===== src/rtl/dsm_pkg.sv =====
package dsm_pkg;
   typedef enum logic {
      SLOT_DARK = 1'b0,
      SLOT_LIT  = 1'b1
   } slot_e;
endpackage


===== src/rtl/dsm_prescaler.sv =====
module dsm_prescaler #(
   parameter int PRE_W = 16
) (
   input  logic             clk,
   input  logic             rst_n,
   input  logic [PRE_W-1:0] div,
   output logic             tick
);
   logic [PRE_W-1:0] cnt;

   assign tick = (cnt >= div);

   always_ff @(posedge clk) begin
      if (!rst_n)    cnt <= '0;
      else if (tick) cnt <= '0;
      else           cnt <= cnt + 1'b1;
   end
endmodule


===== src/rtl/dsm_row_seq.sv =====
module dsm_row_seq
   import dsm_pkg::*;
#(
   parameter int ROWS       = 7,
   parameter int NUM_DIGITS = 4,
   localparam int ROW_W     = $clog2(ROWS),
   localparam int DIG_W     = $clog2(NUM_DIGITS)
) (
   input  logic             clk,
   input  logic             rst_n,
   input  logic             tick,
   output slot_e            slot,
   output logic [ROW_W-1:0] row_idx,
   output logic             busy,
   output logic [DIG_W-1:0] dig,
   output logic             phase
);
   always_ff @(posedge clk) begin
      if (!rst_n) begin
         slot    <= SLOT_DARK;
         row_idx <= '0;
         busy    <= 1'b1;
         dig     <= '0;
         phase   <= 1'b0;
      end else begin
         if (busy) begin
            if (dig == DIG_W'(NUM_DIGITS-1)) busy <= 1'b0;
            else                             dig  <= dig + 1'b1;
         end
         if (tick) begin
            if (slot == SLOT_DARK) begin
               slot <= SLOT_LIT;
            end else begin
               slot <= SLOT_DARK;
               busy <= 1'b1;
               dig  <= '0;
               if (row_idx == ROW_W'(ROWS-1)) begin
                  row_idx <= '0;
                  phase   <= ~phase;
               end else begin
                  row_idx <= row_idx + 1'b1;
               end
            end
         end
      end
   end
endmodule


===== src/rtl/dsm_fetch.sv =====
module dsm_fetch #(
   parameter int NUM_DIGITS = 4,
   parameter int COLS       = 5,
   localparam int DIG_W     = $clog2(NUM_DIGITS)
) (
   input  logic                       clk,
   input  logic                       rst_n,
   input  logic                       busy,
   input  logic [DIG_W-1:0]           dig,
   input  logic                       phase,
   input  logic                       cursor_en,
   input  logic [NUM_DIGITS-1:0]      cursor_bits,
   input  logic [COLS-1:0]            font_cols,
   output logic [NUM_DIGITS*COLS-1:0] shadow
);
   for (genvar d = 0; d < NUM_DIGITS; d++) begin : g_digit
      logic [COLS-1:0] pick;
      assign pick = (cursor_en && cursor_bits[d]) ? {COLS{phase}} : font_cols;

      always_ff @(posedge clk) begin
         if (!rst_n)
            shadow[d*COLS +: COLS] <= '0;
         else if (busy && (dig == DIG_W'(d)))
            shadow[d*COLS +: COLS] <= pick;
      end
   end
endmodule


===== src/rtl/dsm_scan_mux.sv =====
module dsm_scan_mux
   import dsm_pkg::*;
#(
   parameter int NUM_DIGITS = 4,
   parameter int COLS       = 5,
   parameter int ROWS       = 7,
   parameter int CODE_W     = 7,
   parameter int PRE_W      = 16,
   localparam int ROW_W     = $clog2(ROWS),
   localparam int DIG_W     = $clog2(NUM_DIGITS),
   localparam int OUT_W     = NUM_DIGITS * COLS
) (
   input  logic                  clk,
   input  logic                  rst_n,
   input  logic [PRE_W-1:0]      refresh_div,
   input  logic                  cursor_en,
   input  logic [NUM_DIGITS-1:0] cursor_bits,
   input  logic [NUM_DIGITS-1:0] digit_en,
   output logic [DIG_W-1:0]      code_addr,
   input  logic [CODE_W-1:0]     code_data,
   output logic [CODE_W-1:0]     font_code,
   output logic [ROW_W-1:0]      font_row,
   input  logic [COLS-1:0]       font_cols,
   output logic [ROWS-1:0]       row_sel,
   output logic [OUT_W-1:0]      col_out
);
   if (NUM_DIGITS < 2) begin : g_bad_digits
      $error("dsm_scan_mux: NUM_DIGITS must be at least 2");
   end
   if (ROWS < 2) begin : g_bad_rows
      $error("dsm_scan_mux: ROWS must be at least 2");
   end
   if (COLS < 1 || CODE_W < 1) begin : g_bad_width
      $error("dsm_scan_mux: COLS and CODE_W must be positive");
   end
   if (PRE_W < $clog2(NUM_DIGITS + 1)) begin : g_bad_pre
      $error("dsm_scan_mux: PRE_W too narrow for the minimum divider");
   end

   logic             tick;
   slot_e            slot;
   logic [ROW_W-1:0] row_idx;
   logic             fetch_busy;
   logic [DIG_W-1:0] fetch_dig;
   logic             phase;
   logic [OUT_W-1:0] shadow;
   logic             lit;

   dsm_prescaler #(.PRE_W(PRE_W)) u_pre (
      .clk  (clk),
      .rst_n(rst_n),
      .div  (refresh_div),
      .tick (tick)
   );

   dsm_row_seq #(.ROWS(ROWS), .NUM_DIGITS(NUM_DIGITS)) u_seq (
      .clk    (clk),
      .rst_n  (rst_n),
      .tick   (tick),
      .slot   (slot),
      .row_idx(row_idx),
      .busy   (fetch_busy),
      .dig    (fetch_dig),
      .phase  (phase)
   );

   dsm_fetch #(.NUM_DIGITS(NUM_DIGITS), .COLS(COLS)) u_fetch (
      .clk        (clk),
      .rst_n      (rst_n),
      .busy       (fetch_busy),
      .dig        (fetch_dig),
      .phase      (phase),
      .cursor_en  (cursor_en),
      .cursor_bits(cursor_bits),
      .font_cols  (font_cols),
      .shadow     (shadow)
   );

   assign code_addr = fetch_dig;
   assign font_code = code_data;
   assign font_row  = row_idx;
   assign lit       = (slot == SLOT_LIT);

   for (genvar r = 0; r < ROWS; r++) begin : g_row
      assign row_sel[r] = lit && (row_idx == ROW_W'(r));
   end

   for (genvar d = 0; d < NUM_DIGITS; d++) begin : g_col
      assign col_out[d*COLS +: COLS] = shadow[d*COLS +: COLS] & {COLS{lit & digit_en[d]}};
   end
endmodule


===== config.mk =====
export PLATFORM = sky130hd
export DESIGN_NAME = dsm_scan_mux
export DESIGN_NICKNAME = d
export VERILOG_FILES = /design/src/rtl/dsm_pkg.sv /design/src/rtl/dsm_prescaler.sv /design/src/rtl/dsm_row_seq.sv /design/src/rtl/dsm_fetch.sv /design/src/rtl/dsm_scan_mux.sv
export SDC_FILE = /design/constraint.sdc
export NUM_CORES = 1
export LEC_CHECK = 0
export BUFFER_PORTS_ARGS = -buffer_cell sky130_fd_sc_hd__buf_2
export CAP_MARGIN = 20
export CORE_MARGIN = 5
export CORE_UTILIZATION = 51
export CTS_CLUSTER_SIZE = 14
export DETAILED_ROUTE_END_ITERATION = 8
export PLACE_DENSITY = 0.77
export SETUP_SLACK_MARGIN = 0.3
export SLEW_MARGIN = 20
export SYNTH_ARGS = -nofsm -noshare
export SYNTH_HDL_FRONTEND = slang
export SYNTH_SLANG_ARGS = --single-unit

===== constraint.sdc =====
create_clock -name clk -period 2.3 [get_ports clk]
set_input_delay 0.46 -clock clk [delete_from_list [all_inputs] [get_ports clk]]
set_output_delay 0.46 -clock clk [all_outputs]
set_load 0.05 [all_outputs]

== Yosys cells after proc, flatten, opt, wreduce, memory -nomap -nowiden ==
Cells that the tools add are included.

* Register bits after elaboration: 44
* Bits in latches: 0
* Memory bits (writable): 0
* Memory bits (read-only): 0
* Output and inout port bits: 39
* Word-level logic and storage cells: 67
* Memories: 0

* Add/sub/neg operators: 3
* Multiply operators: 0
* Divide/modulo/power cells: 0
* Magnitude comparators: 1
* Equality and inequality tests: 9
* Shift operators: 0
* Multiplexer cells: 14
* Bitwise gates (word level): 10
* Reduce and logical (&&, ||, !) cells: 20

{| class="wikitable"
|+ Operator list
! cell !! count
|-
| bitwise AND 5 bit || 4
|-
| two-way mux 5 bit || 4
|-
| adder 16 x 1 -> 16 bit, second input constant || 1
|-
| greater-or-equal comparator 16 bit || 1
|-
| logical AND 1 bit || 15
|-
| equality test 3 bit, second input constant || 3
|-
| two-way mux 2 bit || 4
|-
| equality test 3 x 2 -> 1 bit, second input constant || 2
|-
| two-way mux 1 bit || 5
|-
| bitwise AND 1 bit || 4
|-
| equality test 2 bit, second input constant || 2
|-
| adder 3 x 1 -> 3 bit, second input constant || 1
|-
| equality test 3 x 1 -> 1 bit, second input constant || 1
|-
| logical NOT 3 bit || 1
|-
| two-way mux 3 bit || 1
|-
| AND reduction 3 bit || 1
|-
| adder 2 x 1 -> 2 bit, second input constant || 1
|-
| equality test 2 x 1 -> 1 bit, second input constant || 1
|-
| logical NOT 2 bit || 1
|-
| inverter 1 bit || 2
|-
| AND reduction 2 bit || 1
|-
| OR reduction 2 bit || 1
|}

== Longest topological paths before layout ==
* Depth after elaboration: 5
* Gate-level depth with buffers: 8
* Depth with buffers taken out: 7

== Hierarchy ==
A second synthesis with hierarchy kept.

* Cells, all modules: 295
* Area, all modules: 2,483.6 um^2

{| class="wikitable"
|+ By module, submodules not included
! module !! times used !! cells an instance !! area each (um^2) !! sequential area each (um^2)
|-
| dsm_prescaler || 1 || 127 || 1,066.0 || 320.3
|-
| dsm_fetch || 1 || 97 || 815.8 || 400.4
|-
| dsm_row_seq || 1 || 35 || 321.6 || 160.2
|-
| dsm_scan_mux || 1 || 36 || 280.3 || 0.0
|}

== Worst setup path after synthesis ==
Ideal clock, no wire load.

* Path kind: register -> output
* From: register u_seq.row_idx[2]
* To: output row_sel[4]
* Data arrival time: 1.904 ns
* Required time: 1.840 ns
* Slack: -0.064 ns
* Cell stages (with the launch flop): 3
* Path through: dfxtp_1 -> nand2_1 -> nor3_1

* Word-level cells in the longest chain between the ends: 2

{| class="wikitable"
|+ Ends and longest elaborated chain
! item !! RTL line !! RTL
|-
| start, declared || dsm_row_seq.sv:13 || <nowiki>output logic [ROW_W-1:0] row_idx,</nowiki>
|-
| start signal, assigned || dsm_row_seq.sv:41 || <nowiki>row_idx <= row_idx + 1'b1;</nowiki>
|-
| equality test 3 bit || dsm_scan_mux.sv:85 || <nowiki>assign row_sel[r] = lit && (row_idx == ROW_W'(r));</nowiki>
|-
| logical AND 1 bit || dsm_scan_mux.sv:85 ||
|-
| end, declared || dsm_scan_mux.sv:24 || <nowiki>output logic [ROWS-1:0] row_sel,</nowiki>
|}

Every way passes these cells.

== Worst setup path after layout ==
* From: register u_pre.cnt[9]
* To: register u_seq.row_idx[1]

* Word-level cells in the longest chain between the ends: 2

{| class="wikitable"
|+ Ends and longest elaborated chain
! item !! RTL line !! RTL
|-
| start, declared || dsm_prescaler.sv:9 || <nowiki>logic [PRE_W-1:0] cnt;</nowiki>
|-
| start signal, assigned || dsm_prescaler.sv:16 || <nowiki>else cnt <= cnt + 1'b1;</nowiki>
|-
| greater-or-equal comparator 16 bit || dsm_prescaler.sv:11 || <nowiki>assign tick = (cnt >= div);</nowiki>
|-
| AND reduction 2 bit (no line) || - ||
|}

Every way passes these cells.
A chain may end at the register's enable or synchronous reset.

==> PnR_summary.wiki <==
{| class="wikitable"
! Metric !! Value
|-
| Global placer's final weighted congestion || 0.853
|-
| Main synth FF type || sky130_fd_sc_hd__dfxtp_1
|-
| Via Count || 2,344
|-
| Via count of the first global-routing pass || 2,148
|-
| Setup repair after global routing missed its margin || true
|-
| Reg clk slew, reported paths || 0.09 ns
|-
| Cell chosen for the clock root || sky130_fd_sc_hd__clkbuf_8
|-
| Max-cap check violation count || 0
|-
| Fmax || 0.512 GHz
|-
| Netlist area before placement || 2520 sq um
|-
| Asr flop ratio synth || 0
|-
| Hold slack || 0.439 ns
|-
| Worst flop-to-flop path startpoint || u_pre.cnt[9]$_SDFF_PP0_
|-
| Standard cell area after detailed placement || 2870 sq um
|-
| Max transition margin || 0.665
|-
| Final Slew Violations || 0
|-
| Clock insertion delay at the later pin of the skew report || 0.31 ns
|-
| Setup CP Type || flop to flop
|-
| Number of hold violations in the final report || 0
|-
| Capture point of the worst reg-to-reg path || u_seq.row_idx[1]$_SDFFE_PN0P_
|-
| Max H-tree Level || 2
|-
| Gr ovfl total || 0
|-
| Detailed-router iteration count before antenna repair || 4
|-
| FF-to-FF setup slack || 0.35 ns
|-
| Kind of capture point of the worst setup path || flop
|-
| Skew final || 0.00791 ns
|-
| Startpoint of the tightest hold check path || rst_n
|-
| Post-layout minimum cycle time || 1.95 ns
|-
| Flop and latch count out of synthesis || 44
|-
| Detailed Place HPWL || 4250 um
|-
| Area share of the largest cell type after synthesis || 0.350
|-
| Die area || 6440 sq um
|-
| Wire length of the first global-routing pass || 9260 um
|-
| Buffers on Ports || 63
|-
| Crit path arrival time || 2.17 ns
|-
| Standard-cell row count || 25
|-
| Sequential element share of the synthesized area || 0.350
|-
| DRT antenna net count || 0
|-
| Setup Total Neg Slack || 0 ns
|-
| Total chip power || 1.61 mW
|-
| Maximum number of buffers from clock root to sink || 2
|-
| Number of cells on the worst reg-to-reg path || 6
|-
| Routed Wire Length || 5940 um
|-
| TritonCTS clock tree || built
|-
| Number of clock sinks seen by CTS || 44
|-
| EDFF count, synth || 0
|-
| # setup viols final || 0
|-
| Antenna violations before repair || 0
|-
| Highest metal layer with signal wires || met4
|-
| Cell accounting for the most synthesized area || sky130_fd_sc_hd__dfxtp_1
|-
| Synth top cells by count || 46 x sky130_fd_sc_hd__nor2_1, 44 x sky130_fd_sc_hd__dfxtp_1, 28 x sky130_fd_sc_hd__nand2_1
|-
| Pin slew with the least headroom to its limit || 0.501 ns
|-
| Growth of design area from synthesis to finish || 26.7%
|-
| Total core area || 4750 sq um
|-
| Run status || finished clean
|-
| 1st-iter DRT viols || 95
|-
| Wire length the detailed router placed on met1 || 2700 um
|-
| Power density relative to cell area || 505 nW/um^2
|-
| Initial Utilization || 0.530
|-
| Number of clock buffers inserted by TritonCTS || 5
|-
| Final worst path period share || 0.848
|-
| Average footprint of a synthesized cell || 8.00 sq um
|-
| Routed length on met3 || 332 um
|-
| Die outline width || 80.3 um
|-
| Fraction of layout instances using a drive strength above 1 || 0.325
|-
| Drt via density || 5.22
|-
| Dominant cell by count in the synthesized netlist || sky130_fd_sc_hd__nor2_1
|-
| Detail Route met2 WL || 2830 um
|-
| Remaining design rule violation count || 0
|-
| Detail-routed net length per standard cell || 13.2 um
|-
| Static leakage || 1.54 nW
|-
| Hold Path End || u_seq.busy$_SDFF_PN1_
|-
| Height of the die || 80.3 um
|-
| Maximum number of pins on one net before global-route repair || 22
|-
| Required time worst endpoint || 2.52 ns
|-
| Antenna Diode Count || 0
|-
| VDD IR max || 439 uV
|-
| Count of unique library cells instantiated by Yosys || 39
|-
| Yosys warnings || 0
|-
| Gate Count Post-Synth || 315
|-
| Overall routing resource usage || 0.184
|-
| Crit Path Max Fanout || 4
|-
| Class of the tightest hold or removal check || input pin to flop
|-
| Final-stage net count || 438
|-
| Top area cells in the synthesized netlist || sky130_fd_sc_hd__dfxtp_1 35%, sky130_fd_sc_hd__ha_1 8.9%, sky130_fd_sc_hd__nor2_1 6.9%
|-
| I/O pin count || 78
|-
| Synth Net Count || 372
|-
| WHS Path Cells || 2
|-
| Post-route cell area || 3190 sq um
|-
| Critical path launch point type || flop
|}
logic make-up after synthesis:
group                      synth area share
and+or+nand+nor                       0.260
AOI/OAI and AO/OA                     0.162
DFF                                   0.350
buffers and inverters                0.0775
adders and majority gates            0.0894
xor gates and xnor gates             0.0487
muxes                                0.0119
timing repair:
action | in CTS | in global routing
endpoints found under the setup margin | 21 | 25
gates cloned | 0 | 0
gates resized for setup | 3 | 28
setup buffers | 3 | 6
hold buffers | 0 | 0
pin swaps | 3 | 7
how the worst max path moves through the flow:
stage               slack [ns]                     startpoint  cells after the start                            end
floorplan                 0.24  u_seq.row_idx[0]$_SDFFE_PN0P_                      2                     row_sel[1]
global placement          0.14                refresh_div[11]                      8  u_seq.row_idx[1]$_SDFFE_PN0P_
detailed placement        0.11                refresh_div[11]                      8  u_seq.row_idx[1]$_SDFFE_PN0P_
CTS                       0.30        u_pre.cnt[0]$_SDFF_PP0_                      9          u_seq.busy$_SDFF_PN1_
global route              0.25        u_pre.cnt[9]$_SDFF_PP0_                      6       u_seq.phase$_SDFFE_PN0P_
finish                    0.35        u_pre.cnt[9]$_SDFF_PP0_                      6  u_seq.row_idx[1]$_SDFFE_PN0P_
power breakdown:
group	internal, mW	total [mW]	switching (mW)
Clock	0.240	0.506	0.266
Combinational	0.110	0.261	0.151
Sequential	0.811	0.843	0.0329
final cells by class:
| class | count | area (sq um) |
|---|---|---|
| Multi-Input combinational cell | 230 | 1610 |
| Fill cell | 389 | 1560 |
| Sequential cell | 44 | 905 |
| Timing Repair Buffer | 76 | 413 |
| Inverter | 24 | 90.1 |
| Tap cell | 67 | 83.8 |
| Clock buffer | 6 | 82.6 |
| Clock inverter | 2 | 10.0 |
cells in the final DEF, fill, tap and decap left out, types with 3 or more instances in the layout:
cell type and n:
sky130_fd_sc_hd__buf_4 13, sky130_fd_sc_hd__o21ai_0 22, sky130_fd_sc_hd__ha_4 9, sky130_fd_sc_hd__and3_1 21
sky130_fd_sc_hd__a21oi_1 21, sky130_fd_sc_hd__xor2_1 5, sky130_fd_sc_hd__nand3_1 11, sky130_fd_sc_hd__nand4_1 7
sky130_fd_sc_hd__dfxtp_4 3, sky130_fd_sc_hd__nand2b_1 3, sky130_fd_sc_hd__inv_1 23, sky130_fd_sc_hd__nor3_1 5
sky130_fd_sc_hd__nor2_1 44, sky130_fd_sc_hd__dfxtp_2 10, sky130_fd_sc_hd__dfxtp_1 31, sky130_fd_sc_hd__clkbuf_8 6
sky130_fd_sc_hd__a31oi_1 4, sky130_fd_sc_hd__and2_1 3, sky130_fd_sc_hd__xnor2_1 9, sky130_fd_sc_hd__nand2_1 28
sky130_fd_sc_hd__buf_2 63, sky130_fd_sc_hd__ha_1 9
metrics by stage:
| stage | util | instances | setup WS (ns) |
|---|---|---|---|
| floorplan | - | 315 | 0.245 |
| global placement | 0.604 | 432 | 0.140 |
| detailed placement | 0.604 | 432 | 0.110 |
| CTS | 0.630 | 443 | 0.304 |
| global route | 0.671 | 449 | 0.250 |
| finish | 0.671 | 449 | 0.349 |
routing by layer:
layer | vias up | track usage
met3 | 7 | 0.0572
li1 | 1208 | -
met4 | 0 | 0.0693
met1 | 1063 | 0.215
met2 | 66 | 0.314
met5 | - | 0
critical path, stage by stage (launching register included):
cell and delay (ns):
sky130_fd_sc_hd__dfxtp_4 0.37, sky130_fd_sc_hd__ha_4 0.26, sky130_fd_sc_hd__nand4_1 0.14, sky130_fd_sc_hd__or3_4 0.42, sky130_fd_sc_hd__o311ai_4 0.36, sky130_fd_sc_hd__o21ai_4 0.12
sky130_fd_sc_hd__o32ai_2 0.20
sequential cells by signal (all words and copies together) (netlist names):
name	count
u_pre.cnt	16
u_seq.busy	1
u_fetch.shadow	20
u_seq.row_idx	3
u_seq.slot	1
u_seq.phase	1
u_seq.dig	2
(Power assumes the default switching activity.)
